<file path="src/rtl/ic_pkg.sv">
package ic_pkg;
  localparam int DATA_W      = 32;
  localparam int NUM_PINS    = 4;
  localparam int EN_TOP      = 11;
  localparam int CLR_TOP     = 27;
  localparam int SENSE_TOP   = 23;
  localparam int PERI_TOP    = 31;
  localparam int CRIT_FLAG   = 10;
  localparam int MAIN_FLAG   = 21;
  localparam int PERI_FLAG   = 29;
  localparam int MAIN_IDX_LO = 16;
  localparam int PERI_IDX_LO = 24;

  localparam logic [1:0] SENSE_HIGH = 2'b00;
  localparam logic [1:0] SENSE_RISE = 2'b01;
  localparam logic [1:0] SENSE_FALL = 2'b10;
  localparam logic [1:0] SENSE_LOW  = 2'b11;

  localparam logic [1:0] CLS_CRIT = 2'd0;
  localparam logic [1:0] CLS_MAIN = 2'd1;
  localparam logic [1:0] CLS_PERI = 2'd2;

  typedef struct packed {
    logic              wrCtrl;
    logic              wrMain;
    logic              wrPeri;
    logic [1:0]        rdSel;
    logic [DATA_W-1:0] wdata;
  } icStrobe_t;

  function automatic logic [4:0] firstSet(input logic [31:0] v);
    logic [4:0] r;
    r = '0;
    for (int i = 31; i >= 0; i--) begin
      if (v[i]) r = 5'(i);
    end
    return r;
  endfunction
endpackage

</file>
<file path="src/rtl/ic_extpin.sv">
module ic_extpin
  import ic_pkg::*;
(
  input  logic       clk,
  input  logic       rst,
  input  logic       pin,
  input  logic       en,
  input  logic [1:0] sense,
  input  logic       clr,
  output logic       req
);
  logic syncA, syncB, prevB, held;
  logic riseEv, fallEv, setEv, active;

  always_ff @(posedge clk) begin
    if (rst) begin
      syncA <= 1'b0;
      syncB <= 1'b0;
      prevB <= 1'b0;
    end else begin
      syncA <= pin;
      syncB <= syncA;
      prevB <= syncB;
    end
  end

  assign riseEv = syncB & ~prevB;
  assign fallEv = ~syncB & prevB;
  assign setEv  = ((sense == SENSE_RISE) & riseEv) | ((sense == SENSE_FALL) & fallEv);

  always_ff @(posedge clk) begin
    if (rst)        held <= 1'b0;
    else if (setEv) held <= 1'b1;
    else if (clr)   held <= 1'b0;
  end

  always_comb begin
    unique case (sense)
      SENSE_HIGH: active = syncB;
      SENSE_LOW:  active = ~syncB;
      default:    active = held;
    endcase
  end

  assign req = en & active;
endmodule

</file>
<file path="src/rtl/ic_ctrl.sv">
module ic_ctrl
  import ic_pkg::*;
(
  input  logic              busSel,
  input  logic              busWe,
  input  logic [1:0]        busAddr,
  input  logic [DATA_W-1:0] busWdata,
  output icStrobe_t         strb
);
  logic wr;
  assign wr = busSel & busWe;

  always_comb begin
    strb.wrCtrl = wr & (busAddr == 2'd0);
    strb.wrMain = wr & (busAddr == 2'd1);
    strb.wrPeri = wr & (busAddr == 2'd2);
    strb.rdSel  = busAddr;
    strb.wdata  = busWdata;
  end
endmodule

</file>
<file path="src/rtl/ic_datapath.sv">
module ic_datapath
  import ic_pkg::*;
#(
  parameter int NUM_MAIN = 17,
  parameter int NUM_PERI = 24
) (
  input  logic                clk,
  input  logic                rst,
  input  icStrobe_t           strb,
  input  logic [NUM_PINS-1:0] extPin,
  input  logic [NUM_MAIN-1:0] mainSrc,
  input  logic [NUM_PERI-1:0] periSrc,
  output logic [DATA_W-1:0]   rdData,
  output logic [DATA_W-1:0]   stat
);
  localparam int MAIN_TOP = NUM_MAIN - 1;

  logic [NUM_PINS-1:0] pinEn, pinClr, pinReq;
  logic [1:0]          pinSense [NUM_PINS];
  logic [NUM_MAIN-1:0] mainMask, mainPend;
  logic [NUM_PERI-1:0] periMask, periPend;
  logic [DATA_W-1:0]   ctrlWord, mainWord, periWord, statNext;
  logic [4:0]          mainIdx, periIdx;

  genvar g;
  generate
    for (g = 0; g < NUM_PINS; g++) begin : g_pin
      assign pinClr[g] = strb.wrCtrl & strb.wdata[CLR_TOP-g];

      always_ff @(posedge clk) begin
        if (rst) begin
          pinEn[g]    <= 1'b0;
          pinSense[g] <= SENSE_HIGH;
        end else if (strb.wrCtrl) begin
          pinEn[g]    <= strb.wdata[EN_TOP-g];
          pinSense[g] <= strb.wdata[SENSE_TOP-2*g -: 2];
        end
      end

      ic_extpin u_pin (
        .clk  (clk),
        .rst  (rst),
        .pin  (extPin[g]),
        .en   (pinEn[g]),
        .sense(pinSense[g]),
        .clr  (pinClr[g]),
        .req  (pinReq[g])
      );
    end

    for (g = 0; g < NUM_MAIN; g++) begin : g_main
      always_ff @(posedge clk) begin
        if (rst)              mainMask[g] <= 1'b0;
        else if (strb.wrMain) mainMask[g] <= strb.wdata[MAIN_TOP-g];
      end
      if (g >= 1 && g < NUM_PINS) begin : g_merge
        assign mainPend[g] = (mainSrc[g] | pinReq[g]) & ~mainMask[g];
      end else begin : g_plain
        assign mainPend[g] = mainSrc[g] & ~mainMask[g];
      end
    end

    for (g = 0; g < NUM_PERI; g++) begin : g_peri
      always_ff @(posedge clk) begin
        if (rst)              periMask[g] <= 1'b0;
        else if (strb.wrPeri) periMask[g] <= strb.wdata[PERI_TOP-g];
      end
      assign periPend[g] = periSrc[g] & ~periMask[g];
    end
  endgenerate

  always_comb begin
    ctrlWord = '0;
    mainWord = '0;
    periWord = '0;
    for (int n = 0; n < NUM_PINS; n++) begin
      ctrlWord[EN_TOP-n]            = pinEn[n];
      ctrlWord[SENSE_TOP-2*n -: 2]  = pinSense[n];
    end
    for (int n = 0; n < NUM_MAIN; n++) mainWord[MAIN_TOP-n] = mainMask[n];
    for (int n = 0; n < NUM_PERI; n++) periWord[PERI_TOP-n] = periMask[n];
  end

  assign mainIdx = firstSet(32'(mainPend));
  assign periIdx = firstSet(32'(periPend));

  always_comb begin
    statNext = '0;
    if (pinReq[0]) begin
      statNext[CRIT_FLAG] = 1'b1;
      statNext[7:0]       = {CLS_CRIT, 6'd0};
    end else if (|mainPend) begin
      statNext[MAIN_FLAG]                    = 1'b1;
      statNext[MAIN_IDX_LO +: 5]             = mainIdx;
      statNext[7:0]                          = {CLS_MAIN, 1'b0, mainIdx};
    end else if (|periPend) begin
      statNext[PERI_FLAG]                    = 1'b1;
      statNext[PERI_IDX_LO +: 5]             = periIdx;
      statNext[7:0]                          = {CLS_PERI, 1'b0, periIdx};
    end
  end

  always_ff @(posedge clk) begin
    if (rst) stat <= '0;
    else     stat <= statNext;
  end

  always_comb begin
    unique case (strb.rdSel)
      2'd0:    rdData = ctrlWord;
      2'd1:    rdData = mainWord;
      2'd2:    rdData = periWord;
      default: rdData = stat;
    endcase
  end
endmodule

</file>
<file path="src/rtl/ic_top.sv">
module ic_top
  import ic_pkg::*;
#(
  parameter int NUM_MAIN = 17,
  parameter int NUM_PERI = 24
) (
  input  logic                clk,
  input  logic                rst,
  input  logic                busSel,
  input  logic                busWe,
  input  logic [1:0]          busAddr,
  input  logic [DATA_W-1:0]   busWdata,
  output logic [DATA_W-1:0]   busRdata,
  input  logic [NUM_PINS-1:0] extPin,
  input  logic [NUM_MAIN-1:0] mainSrc,
  input  logic [NUM_PERI-1:0] periSrc,
  output logic                irq,
  output logic [DATA_W-1:0]   status
);
  icStrobe_t strb;

  ic_ctrl u_ctrl (
    .busSel  (busSel),
    .busWe   (busWe),
    .busAddr (busAddr),
    .busWdata(busWdata),
    .strb    (strb)
  );

  ic_datapath #(.NUM_MAIN(NUM_MAIN), .NUM_PERI(NUM_PERI)) u_dp (
    .clk    (clk),
    .rst    (rst),
    .strb   (strb),
    .extPin (extPin),
    .mainSrc(mainSrc),
    .periSrc(periSrc),
    .rdData (busRdata),
    .stat   (status)
  );

  assign irq = status[CRIT_FLAG] | status[MAIN_FLAG] | status[PERI_FLAG];
endmodule

</file>
<file path="config.mk">
export PLATFORM = sky130hd
export DESIGN_NAME = ic_top
export DESIGN_NICKNAME = d
export VERILOG_FILES = /design/src/rtl/ic_pkg.sv /design/src/rtl/ic_extpin.sv /design/src/rtl/ic_ctrl.sv /design/src/rtl/ic_datapath.sv /design/src/rtl/ic_top.sv
export SDC_FILE = /design/constraint.sdc
export NUM_CORES = 1
export LEC_CHECK = 0
export BUFFER_PORTS_ARGS = -buffer_cell sky130_fd_sc_hd__buf_2
export CAP_MARGIN = 15
export CORE_ASPECT_RATIO = 2
export CORE_UTILIZATION = 56
export CTS_CLUSTER_DIAMETER = 150
export DETAILED_ROUTE_END_ITERATION = 16
export PLACE_DENSITY = 0.86
export SETUP_SLACK_MARGIN = 0.05
export SLEW_MARGIN = 20
export SYNTH_ARGS = -nofsm -noshare
export SYNTH_HDL_FRONTEND = slang
export SYNTH_HIERARCHICAL = 1
export SYNTH_SLANG_ARGS = --single-unit
export TNS_END_PERCENT = 5
</file>
<file path="constraint.sdc">
create_clock -name clk -period 5.3 [get_ports clk]
set_input_delay 0.265 -clock clk [delete_from_list [all_inputs] [get_ports clk]]
set_output_delay 0.265 -clock clk [all_outputs]
set_load 0.05 [all_outputs]
</file>
; Word level (Yosys, flattened, before mapping)
; Memories as Yosys holds them, arrays and structs flattened.
; Cells that the tools add are included.
[word_totals]
register_bits = 93
latchBits = 0
mem_bits_rw = 8
rom_bits = 0
output_inout_bits = 65
wordCells = 298
n_memories = 1
[mem_list]
columns = name, words, word_bits, read_ports, rd_ports_with_merged_regs, wr, line_no
row1 = u_dp.pinSense, 4, 2, 4, 0, 4, ic_datapath.sv:19  ; logic [1:0] pinSense [NUM_PINS];
[op_classes]
addsub = 0
n_mul = 0
n_div = 0
magnitude_cmp = 0
eq_ne = 14
shifts = 0
muxes = 68
bitwise = 133
reduce_logical = 15
[ops]
columns = op, count
row1 = $mux W5, 41
row2 = $pmux W32 S3, 1
row3 = $and A1 B1 Y1, 69
row4 = $not A1 Y1, 51
row5 = $reduce_or A24 Y1, 1
row6 = $reduce_or A20 Y1, 1
row7 = $reduce_or A19 Y1, 1
row8 = $eq A2 B2 Y1 const B, 9
row9 = $reduce_or A17 Y1, 1
row10 = $mux W8, 2
row11 = $mux W1, 14
row12 = $or A1 B1 Y1, 13
row13 = $mux W6, 2
row14 = $eq A2 B1 Y1 const B, 5
row15 = $logic_not A2 Y1, 5
row16 = $mux W2, 4
row17 = $pmux W1 S2, 4
row18 = $reduce_bool A2 Y1, 4
row19 = $reduce_or A3 Y1, 1
row20 = $reduce_or A2 Y1, 1

; Longest topological paths before layout
[logic_depth]
depth_word = 28
depth_mapped = 11
depth_no_buf = 11

; By module
; The synthesis kept the hierarchy.
[by_module_without_submodules]
columns = mod, n_inst, cells_per_inst, area_each_um2
row1 = ic_datapath, 1, 410, 3856.2
row2 = ic_extpin, 4, 20, 211.5
row3 = ic_ctrl, 1, 37, 290.3
row4 = ic_top, 1, 1, 6.3

; Worst setup path before layout
; Ideal clock, no wire load.
[synth_timing]
path_type = register -> register
start = memory u_dp.pinSense[1][0]
end = register u_dp.stat[0]
setup_ns = 0.057
arrival_ns = 2.261
slack_ns = 2.982
path_stages_with_launch = 12
n_path_buf = 0
synth_period_minus_slack_ns = 2.318
cell_sequence = edfxtp_1 inv_1 ha_1 mux2_1 o211a_1 o21ba_2 a21oi_2 nand4_1 a311o_2 clkinv_2 o311a_2 or2_1
[synth_lines]
columns = element, line_no
row1 = from (decl), ic_datapath.sv:19
row2 = to (signal assigned), ic_datapath.sv:105  ; else stat <= statNext;
row3 = to (decl), ic_datapath.sv:14  ; output logic [DATA_W-1:0] stat

==> metrics.md <==
| Metric | Value |
|---|---|
| DRT Pass-1 Iters | `4` |
| Boundary pin count | `148` |
| First-pass GRT wire length | `~21 mm` |
| DRT antenna net count | `0` |
| Min Tclk post-route | `2.589 ns` |
| Setup slack after layout | `around 2.7 ns` |
| Vias in the first global route | `4162` |
| Num Clock Sinks | `87` |
| Data required, critical path | `~5.6 ns` |
| Initial core utilization | `0.5780` |
| Max-cap violations | `0` |
| Outcome | `completed` |
| Leak pwr | `approximately 2.6 nW` |
| R2R Setup Slk | `2.71 ns` |
| Initial antenna violation count | `0` |
| PD cells | `274.5 nW/um2` |
| Ys Warns | `6` |
| Synth Instances | `528` |
| Clock transition at path regs | `0.06 ns` |
| CTS tree | `yes` |
| Register area share after synthesis | `0.3645` |
| Post-place setup slack | `2.755 ns` |
| Critical path class | `register to register` |
| DR iter-0 viols | `265` |
| Filler cells | `719` |
| Total CTS buffers | `9` |
| Vias/cell | `5.715` |
| Slew margin rel. | `0.4175` |
| GRT Total Usage | `0.3151` |
| Cts-stage hold buffer count | `0` |
| Chip Height | `roughly 140 um` |
| Syn-to-layout area delta | `14.52%` |
| Site Rows | `48` |
| Final Hold Fails | `0` |
| Chip width | `68.81 um` |
| Seq cells post-synth | `87` |
| Synth async-reset ratio | `0` |
| WP data arrival | `between 2 and 3 ns` |
| Peak supply drop | `0.1798 mV` |
| Final cell count without fillers | `726` |
| Post-synth EDFFs | `8` |
| Synthesized area | `4999 um2` |
| Share of cells above drive strength 1 | `0.2987` |
| Least-Margin Pin Slew | `between 0.8 and 0.9 ns` |
| Design Area, Final | `5724 um2` |
| Max-slew violation count | `0` |
| Worst r2r dst | `u_dp/stat[0]` |
| # Post-CTS Setup Buffers | `0` |
| Crit. End Element | `register` |
| Port Buffer Count | `135` |
| Mean routed wirelength per cell | `19.28 um` |
| Dpl hpwl | `approximately 11 mm` |
| Largest net degree at the start of global routing | `43` |
| CORE AREA | `8648 um2` |
| Worst-path fanout max | `4` |
| Wirelength, routed | `14.00 mm` |
| DRC Markers | `0` |
| Max Root-Sink Buffers | `2` |
| R2R Path Start | `u_dp/pinSense[1][1]` |
| Setup crit start kind | `register` |
| Mapped Avg Cell Area | `9.467 um2` |
| Root buffer cell | `clkbuf_16` |
| RSZ-0062 raised after global routing | `no` |
| FMAX | `~390 MHz` |
| Hold Crit Depth | `2` |
| HP Start | `extPin[3]` |
| H-Tree Depth | `3` |
| Post-layout net count | `720` |
| Dpl cell area | `5420 um2` |
| Final setup viols | `0` |
| Die area | `9331 um2` |
| Skew-Pair Late Insertion Delay | `0.34 ns` |
| Antenna diodes | `0` |
| Inst Count DP | `710` |
| Synth unique cells | `59` |
| Final Skew | `0.007558 ns` |
| Prevailing post-synth register cell | `dfxtp_1` |
| PostCTS Resize Cnt | `0` |
| Worst Hold Class | `primary input to register` |
| Remaining Overflow, GRT | `0` |
| Worst Hold Path EP | `u_dp/g_pin[3].u_pin/syncA` |
| Worst-case reg-to-reg path depth | `11` |
| Routability congestion estimate | `0.9342` |
| Final worst-path cycle share | `0.4884` |
| Via count | `4149` |
| Setup TNS | `0 ns` |
[per-layer routing]
layer  part of all wire  global-route usage  routed length (um)  vias up
li1                   -                   -                   -     1932
met1               0.35              0.3105                4940     1991
met2               0.55              0.5790                7698      180
met3              0.044             0.04798                 620       46
met4              0.053              0.1927                 738        0
met5                  0                   0                   0        -
[critical path, cell delays in order (launching register included)]
cell and delay (ns):
edfxtp_1 0.41, inv_1 0.10, ha_1 0.19, mux2_1 0.30, o211a_1 0.20, o21ba_2 0.23
a21oi_2 0.19, nand4_1 0.17, a311o_2 0.43, clkinv_2 0.06, o311a_2 0.16, or2_1 0.09
[worst max path at each step]
| stage | cells past startpoint | to | slack (ns) | from |
|---|---|---|---|---|
| after floorplan | 11 | u_dp/stat[0] | 2.98 | u_dp/pinSense[1][0] |
| after global placement | 11 | u_dp/stat[0] | 2.81 | u_dp/pinSense[1][0] |
| after detailed placement | 11 | u_dp/stat[0] | 2.75 | u_dp/pinSense[2][0] |
| after CTS | 11 | u_dp/stat[0] | 2.73 | u_dp/pinSense[2][0] |
| after global routing | 11 | u_dp/stat[1] | 2.54 | u_dp/pinSense[3][0] |
| final | 11 | u_dp/stat[0] | 2.71 | u_dp/pinSense[1][1] |
[cells in the mapped netlist, drive strengths merged, types with 6 or more instances]
cell / n / area (um2)
nand2b: 33 / 206.5
buf: 54 / 390.4
a21oi: 6 / 33.78
o21ai: 7 / 35.03
inv: 12 / 45.04
nand2: 19 / 73.82
nand3b: 9 / 67.56
a22o: 9 / 78.83
and2: 15 / 93.84
nor2: 61 / 229.0
mux2i: 63 / 630.6
nor2b: 42 / 265.3
or2b: 6 / 50.04
dfxtp: 79 / 1582
ha: 16 / 200.2
mux2: 9 / 101.3
clkbuf: 12 / 45.04
a31oi: 8 / 50.05
edfxtp: 8 / 240.2
[kinds of logic (layout without fill, tap and decap cells)]
kind of cell / after synthesis / in the layout / synth area share
buf+inv: 79 / 166 / 0.09712
flops: 87 / 87 / 0.3645
compound gates: 55 / 55 / 0.08410
simple gates: 216 / 216 / 0.2581
mux: 74 / 74 / 0.1554
other cells: 1 / 12 / 0.0007502
fa+ha+maj: 16 / 16 / 0.04005
[report_power, final]
| part | internal (mW) | switching, mW |
|---|---|---|
| clock | 0.374 | 0.260 |
| combinational | 0.0830 | 0.155 |
| sequential | 0.683 | 0.0172 |
| total | 1.14 | 0.432 |
[registers in the layout (all words and copies together), names as in the netlist]
name and count:
u_dp/ctrlWord 4, u_dp/g_pin.u_pin/syncB 4, u_dp/g_pin.u_pin/held 4, u_dp/g_pin.u_pin/syncA 4
u_dp/periMask 24, u_dp/pinSense 8, u_dp/mainMask 17, u_dp/stat 18
u_dp/g_pin.u_pin/prevB 4
[area by class of cell]
type,count,area (um2),area share
clock buffers,13,281.5,0.04918
clock inverters,3,22.52,0.003934
inverters,13,50.05,0.008743
multi-input cells,373,2733,0.4774
flip-flops and latches,87,1822,0.3183
well taps,100,125.1,0.02186
repair buffers,137,690.7,0.1207
[through the flow]
stage	utilization	hold slack (ns)	power, mW
floorplan	-	0.3344	0.8936
global placement	0.6267	0.4174	0.9412
detailed placement	0.6267	0.4287	0.9474
CTS	0.6619	0.1382	1.575
global route	0.6619	0.1455	1.623
finish	0.6619	0.1460	1.571
[cell usage in the layout, fill, tap and decap left out, drive strengths merged, types with 9 or more instances in the layout]
cell	instances
a22o	9
and2	15
buf	137
clkbuf	13
conb	12
dfxtp	79
ha	16
inv	13
mux2	9
mux2i	63
nand2	19
nand2b	33
nand3b	9
nor2	61
nor2b	42
Note: power is estimated with default switching activity, not from simulation.
